===== config.mk =====
export PLATFORM = sky130hd
export DESIGN_NAME = pcb_decoder
export DESIGN_NICKNAME = d
export VERILOG_FILES = /design/src/rtl/pcb_pkg.sv /design/src/rtl/pcb_window_match.sv /design/src/rtl/pcb_reloc_reg.sv /design/src/rtl/pcb_reg_bank.sv /design/src/rtl/pcb_decoder.sv
export SDC_FILE = /design/constraint.sdc
export NUM_CORES = 2
export LEC_CHECK = 0
export BUFFER_PORTS_ARGS = -buffer_cell sky130_fd_sc_hd__buf_2
export CAP_MARGIN = 25
export CORE_MARGIN = 5
export CORE_UTILIZATION = 35
export DETAILED_ROUTE_END_ITERATION = 7
export SLEW_MARGIN = 0
export SYNTH_ARGS = -nofsm -noshare
export SYNTH_HDL_FRONTEND = slang
export SYNTH_SLANG_ARGS = --single-unit

===== constraint.sdc =====
create_clock -name clk -period 7.2 [get_ports clk]
set_input_delay 1.44 -clock clk [delete_from_list [all_inputs] [get_ports clk]]
set_output_delay 1.44 -clock clk [all_outputs]
set_load 0.02 [all_outputs]

===== src/rtl/pcb_pkg.sv =====
`timescale 1ns/1ps
package pcb_pkg;
  localparam int MEM_AW    = 20;
  localparam int IO_AW     = 16;
  localparam int WIN_LOG2  = 8;
  localparam int DATA_W    = 16;
  localparam int BASE_W    = MEM_AW - WIN_LOG2;
  localparam int IO_BASE_W = IO_AW - WIN_LOG2;
  localparam int LANE_LOG2 = $clog2(DATA_W / 8);
  localparam int IDX_W     = WIN_LOG2 - LANE_LOG2;
  localparam int NWORDS    = 1 << IDX_W;
  localparam int RELOC_W   = BASE_W + 1;

  typedef struct packed {
    logic              mem_space;
    logic [BASE_W-1:0] base;
  } pcb_reloc_t;
endpackage


===== src/rtl/pcb_window_match.sv =====
`timescale 1ns/1ps
module pcb_window_match
  import pcb_pkg::*;
(
  input  logic [MEM_AW-1:0]   addr,
  input  logic                is_io,
  input  logic                rd,
  input  logic                wr,
  input  pcb_reloc_t          reloc,
  output logic                hit,
  output logic [WIN_LOG2-1:0] offset
);
  logic space_ok, base_ok, aligned;

  always_comb begin
    if (reloc.mem_space) begin
      space_ok = !is_io;
      base_ok  = (addr[MEM_AW-1:WIN_LOG2] == reloc.base);
    end else begin
      space_ok = is_io;
      base_ok  = (addr[IO_AW-1:WIN_LOG2] == reloc.base[IO_BASE_W-1:0]);
    end
    aligned = (addr[LANE_LOG2-1:0] == '0);
    hit     = (rd || wr) && space_ok && base_ok && aligned;
    offset  = hit ? addr[WIN_LOG2-1:0] : '0;
  end
endmodule


===== src/rtl/pcb_reloc_reg.sv =====
`timescale 1ns/1ps
module pcb_reloc_reg
  import pcb_pkg::*;
#(
  parameter pcb_reloc_t RESET_VAL = '{mem_space: 1'b0, base: 12'h0FF}
) (
  input  logic               clk,
  input  logic               rst_n,
  input  logic               wr_en,
  input  logic [RELOC_W-1:0] wdata,
  output pcb_reloc_t         reloc,
  output logic [DATA_W-1:0]  rd_word
);
  pcb_reloc_t reloc_q;

  always_ff @(posedge clk or negedge rst_n) begin
    if (!rst_n)     reloc_q <= RESET_VAL;
    else if (wr_en) reloc_q <= pcb_reloc_t'(wdata);
  end

  assign reloc   = reloc_q;
  assign rd_word = {{(DATA_W-RELOC_W){1'b0}}, reloc_q};
endmodule


===== src/rtl/pcb_reg_bank.sv =====
`timescale 1ns/1ps
module pcb_reg_bank
  import pcb_pkg::*;
(
  input  logic              clk,
  input  logic              rst_n,
  input  logic              wr_en,
  input  logic [IDX_W-1:0]  idx,
  input  logic [DATA_W-1:0] wdata,
  output logic [DATA_W-1:0] rd_word
);
  logic [DATA_W-1:0] words [NWORDS];

  always_ff @(posedge clk or negedge rst_n) begin
    if (!rst_n) begin
      for (int i = 0; i < NWORDS; i++) words[i] <= '0;
    end else if (wr_en) begin
      words[idx] <= wdata;
    end
  end

  assign rd_word = words[idx];
endmodule


===== src/rtl/pcb_decoder.sv =====
`timescale 1ns/1ps
module pcb_decoder
  import pcb_pkg::*;
#(
  parameter logic [WIN_LOG2-1:0] RELOC_OFF = 8'hFE,
  parameter pcb_reloc_t          RESET_RELOC = '{mem_space: 1'b0, base: 12'h0FF}
) (
  input  logic                clk,
  input  logic                rst_n,
  input  logic [MEM_AW-1:0]   bus_addr,
  input  logic                bus_io,
  input  logic                bus_rd,
  input  logic                bus_wr,
  input  logic [DATA_W-1:0]   bus_wdata,
  output logic                hit,
  output logic [WIN_LOG2-1:0] reg_sel,
  output logic [DATA_W-1:0]   rdata
);
  pcb_reloc_t        reloc;
  logic [DATA_W-1:0] reloc_word;
  logic [DATA_W-1:0] bank_word;
  logic              sel_reloc;
  logic              reloc_we, bank_we;

  pcb_window_match u_match (
    .addr   (bus_addr),
    .is_io  (bus_io),
    .rd     (bus_rd),
    .wr     (bus_wr),
    .reloc  (reloc),
    .hit    (hit),
    .offset (reg_sel)
  );

  assign sel_reloc = (reg_sel == RELOC_OFF);
  assign reloc_we  = hit && bus_wr && sel_reloc;
  assign bank_we   = hit && bus_wr && !sel_reloc;

  pcb_reloc_reg #(.RESET_VAL(RESET_RELOC)) u_reloc (
    .clk     (clk),
    .rst_n   (rst_n),
    .wr_en   (reloc_we),
    .wdata   (bus_wdata[RELOC_W-1:0]),
    .reloc   (reloc),
    .rd_word (reloc_word)
  );

  pcb_reg_bank u_bank (
    .clk     (clk),
    .rst_n   (rst_n),
    .wr_en   (bank_we),
    .idx     (reg_sel[WIN_LOG2-1:LANE_LOG2]),
    .wdata   (bus_wdata),
    .rd_word (bank_word)
  );

  always_comb begin
    if (hit && bus_rd) rdata = sel_reloc ? reloc_word : bank_word;
    else               rdata = '0;
  end
endmodule


==> summary.txt <==
Die
  • Initial Util: 35.10%
  • Die height: 525.1 um
  • IO Pins: 66
  • Die X: 525.1 um
  • Core Footprint: 264,600 um2
  • Die ar.: 275,700 um2
  • Row count: 189

GRT
  • Initial antenna violation count: 20
  • First-pass GRT wire length: 457.3 mm
  • Vias in the first global route: 65.58k
  • GRT Total Usage: 21.93%
  • Pin count of the biggest net entering global routing: 163
  • Congestion Overflow GR: 0

Critical path
  • R2r worst-path depth: 10
  • FF-to-FF End: u_bank.words[626]
  • RR Startpoint: u_reloc.rd_word[0]
  • Startpoint class of the critical path: input pin
  • CP required: 5760 ps
  • Crit path DAT: 5780 ps
  • CP Max Fanout: 21
  • Worst Setup Path Type: in -> out
  • R2R setup slack: 2430 ps
  • Worst setup EP type: output pin

Drt
  • DRT met1 WL: 132.3 mm
  • Met2 Wirelength: 140.0 mm
  • Vias per cell: 5.818
  • Routed wire length per instance: 28.27 um
  • Final WL: 309.7 mm
  • Iter 0 DRT Violations: 5,921
  • Metal3 WL: 20.16 mm
  • # DRC: 0
  • Max Used Layer: met5
  • Routed Antenna Nets: 0
  • DR vias: 63.75k
  • TritonRoute pass-1 iters: 5

Cells and area
  • Area delta synth->final: 14.52%
  • Layout cells sized above 1: 40.90%
  • Register area: 51,580 um2
  • Layout Nets: 7,274
  • Area of the multi-input gates: 38,540 um2
  • Final Util: 40.19%
  • # fillers: 24.70k

Synth
  • Post-Syn Area: 92,870 um2
  • Syn Area/Cell: 12.86 um2
  • Syn Nets: 7,262
  • Predominant post-synthesis flop cell: dfrtp_1
  • Syn Inst Count: 7,221
  • Ys async rst share: 100.0%
  • Post-synth EDFFs: 0
  • Seq/Total Area, Yosys: 55.54%
  • Count of cell types in the netlist: 80
  • Ys Warns: 0
  • Post-synthesis register bit count: 2,061

Clock network
  • Clk slew on worst S/H paths: 60 ps
  • Total CTS buffers: 212
  • CTS tree: yes
  • Resized cells post-CTS: 0
  • Setup bufs post-CTS: 0
  • Clk sinks: 2,061
  • H-tree depth: 4
  • Clk_lat worst skew: 870 ps
  • Clock Tree Root: clkbuf_16
  • Clk buf depth: 3
  • Cts hold-fix bufs: 0

STA
  • Worst hold margin: 373.4 ps
  • Worst setup margin: -22.55 ps
  • Final setup violation count: 1
  • Rel. slew slack: 23.06%
  • Tmin final: 7223 ps
  • Skew final: 65.19 ps
  • Hold Violations, Final: 0
  • Unrepaired setup endpoints after global routing: false
  • Slew @ Worst Pin: 1151 ps
  • Fin. max-slew vios: 0
  • Fmax: 138.5 MHz
  • Period utilization: 100.3%

Hold path
  • Hold_sp: u_bank.words[11]
  • Hold Path Class: reg -> reg
  • WHS Path Cells: 0
  • Hold Path Sink: u_bank.words[11]

Placed design
  • HPWL after detailed placement: 198.0 mm
  • Port-buffer cells: 64
  • Placer Congestion: 0.9768

Flow run
  • Total of max-cap violations: 0

Outcome
  • Status: complete, but fails checks
  • Violated checks: setup timing

Power and ir drop
  • Worst vdd ir: 195.0 uV
  • PwrDens: 221.6 nW/um2
  • P_leak: 51.41 nW
[sequential cells by signal (all words and copies together), names as in the netlist]
register / cells
u_bank.words: 2048
u_reloc.rd_word: 13
[worst max-delay path by stage]
stage / to / depth (start not counted) / slack (ps) / start
after floorplan: rdata[11] / 14 / 1370 / bus_addr[8]
after global placement: rdata[9] / 15 / -60 / bus_addr[8]
after detailed placement: rdata[1] / 17 / 110 / bus_addr[14]
after CTS: rdata[1] / 17 / 100 / bus_addr[14]
after global routing: rdata[1] / 17 / 50 / bus_addr[8]
final: rdata[1] / 17 / -20 / bus_addr[8]
[critical path, stage by stage]
cell and delay, ps:
buf_2 100, xor2_1 160, nor3_4 480, nand4_2 300, nor3_4 340, buf_12 260
buf_12 170, buf_4 200, o22a_1 140, o21ai_0 110, a31oi_1 350, o22a_1 200
a31oi_1 160, buf_4 220, o41ai_1 730, buf_4 210, buf_2 160
[synthesized netlist by cell type, types with 63 or more instances]
master    number  area share, %
nand2_1      493            2.0
a31oi_1      108           0.73
mux2_2      2070             25
nor2_1       224           0.91
a21oi_1      214            1.2
dfrtp_1     2053             55
buf_2        174           0.94
o221ai_1      97           0.91
mux4_2        63            1.5
o21ai_0      171           0.92
o22ai_1      308            2.1
nand3_1       80           0.43
clkbuf_1     444            1.8
mux2i_1      131            1.4
[stage by stage]
stage / area [um2] / setup slack [ps] / power (mW) / TNS [ps] / instances
after floorplan: 92870 / 1367 / 12.07 / 0 / 7221
after global placement: 98760 / -62.67 / 12.56 / -62.67 / 10530
after detailed placement: 99090 / 112.5 / 12.57 / 0 / 10550
after CTS: 106200 / 102.2 / 23.76 / 0 / 10930
after global routing: 106300 / 53.19 / 24.28 / 0 / 10950
final: 106400 / -22.55 / 23.57 / -22.55 / 10960
[layout by cell type (no fill, tap or decap), types with 18 or more instances in the layout]
| cell | n |
|---|---|
| a21oi_1 | 214 |
| a31oi_1 | 108 |
| a221oi_1 | 46 |
| o22ai_1 | 307 |
| clkbuf_1 | 56 |
| nand3_1 | 77 |
| a221o_1 | 26 |
| a211oi_1 | 20 |
| nand4_1 | 19 |
| nor3_1 | 57 |
| clkbuf_8 | 62 |
| a2bb2oi_1 | 21 |
| mux4_2 | 63 |
| o221ai_1 | 97 |
| o22a_1 | 51 |
| mux2_2 | 2070 |
| nor2_2 | 18 |
| nand2_1 | 490 |
| clkbuf_16 | 215 |
| o21ai_0 | 170 |
| nor2_1 | 220 |
| buf_12 | 63 |
| o31ai_1 | 39 |
| dfrtp_1 | 2053 |
| buf_2 | 45 |
| clkinv_2 | 30 |
| mux2i_1 | 131 |
| buf_4 | 355 |
[power by group]
part	switching, mW	total [mW]	internal [mW]
Sequential	0.000614	11.6	11.6
Clock	4.75	11.2	6.46
Combinational	0.649	0.770	0.121
Total	5.40	23.6	18.2
[layout make-up]
type / count / share of cell area (%)
tap: 3533 / 4.156
clock inverter: 54 / 0.6294
timing repair buffer: 483 / 4.339
sequential: 2061 / 48.50
multi-input combinational: 4464 / 36.24
inverter: 11 / 0.04000
clock buffer: 333 / 6.059
antenna: 17 / 0.04000
[metal layers]
metal	global-route usage, %	up-vias
met5	0	-
met4	10.89	6
met3	3.709	663
met2	33.91	2404
met1	29.86	34170
li1	-	26500
[logic make-up after synthesis]
group | count (synthesis) | synth area share [%]
simple gates | 993 | 4.678
other cells | 1 | 0.004038
xor+xnor | 14 | 0.1320
buf+inv | 696 | 3.116
flops | 2061 | 55.54
mux | 2264 | 28.04
compound gates | 1192 | 8.486
(Power assumes the default switching activity.)
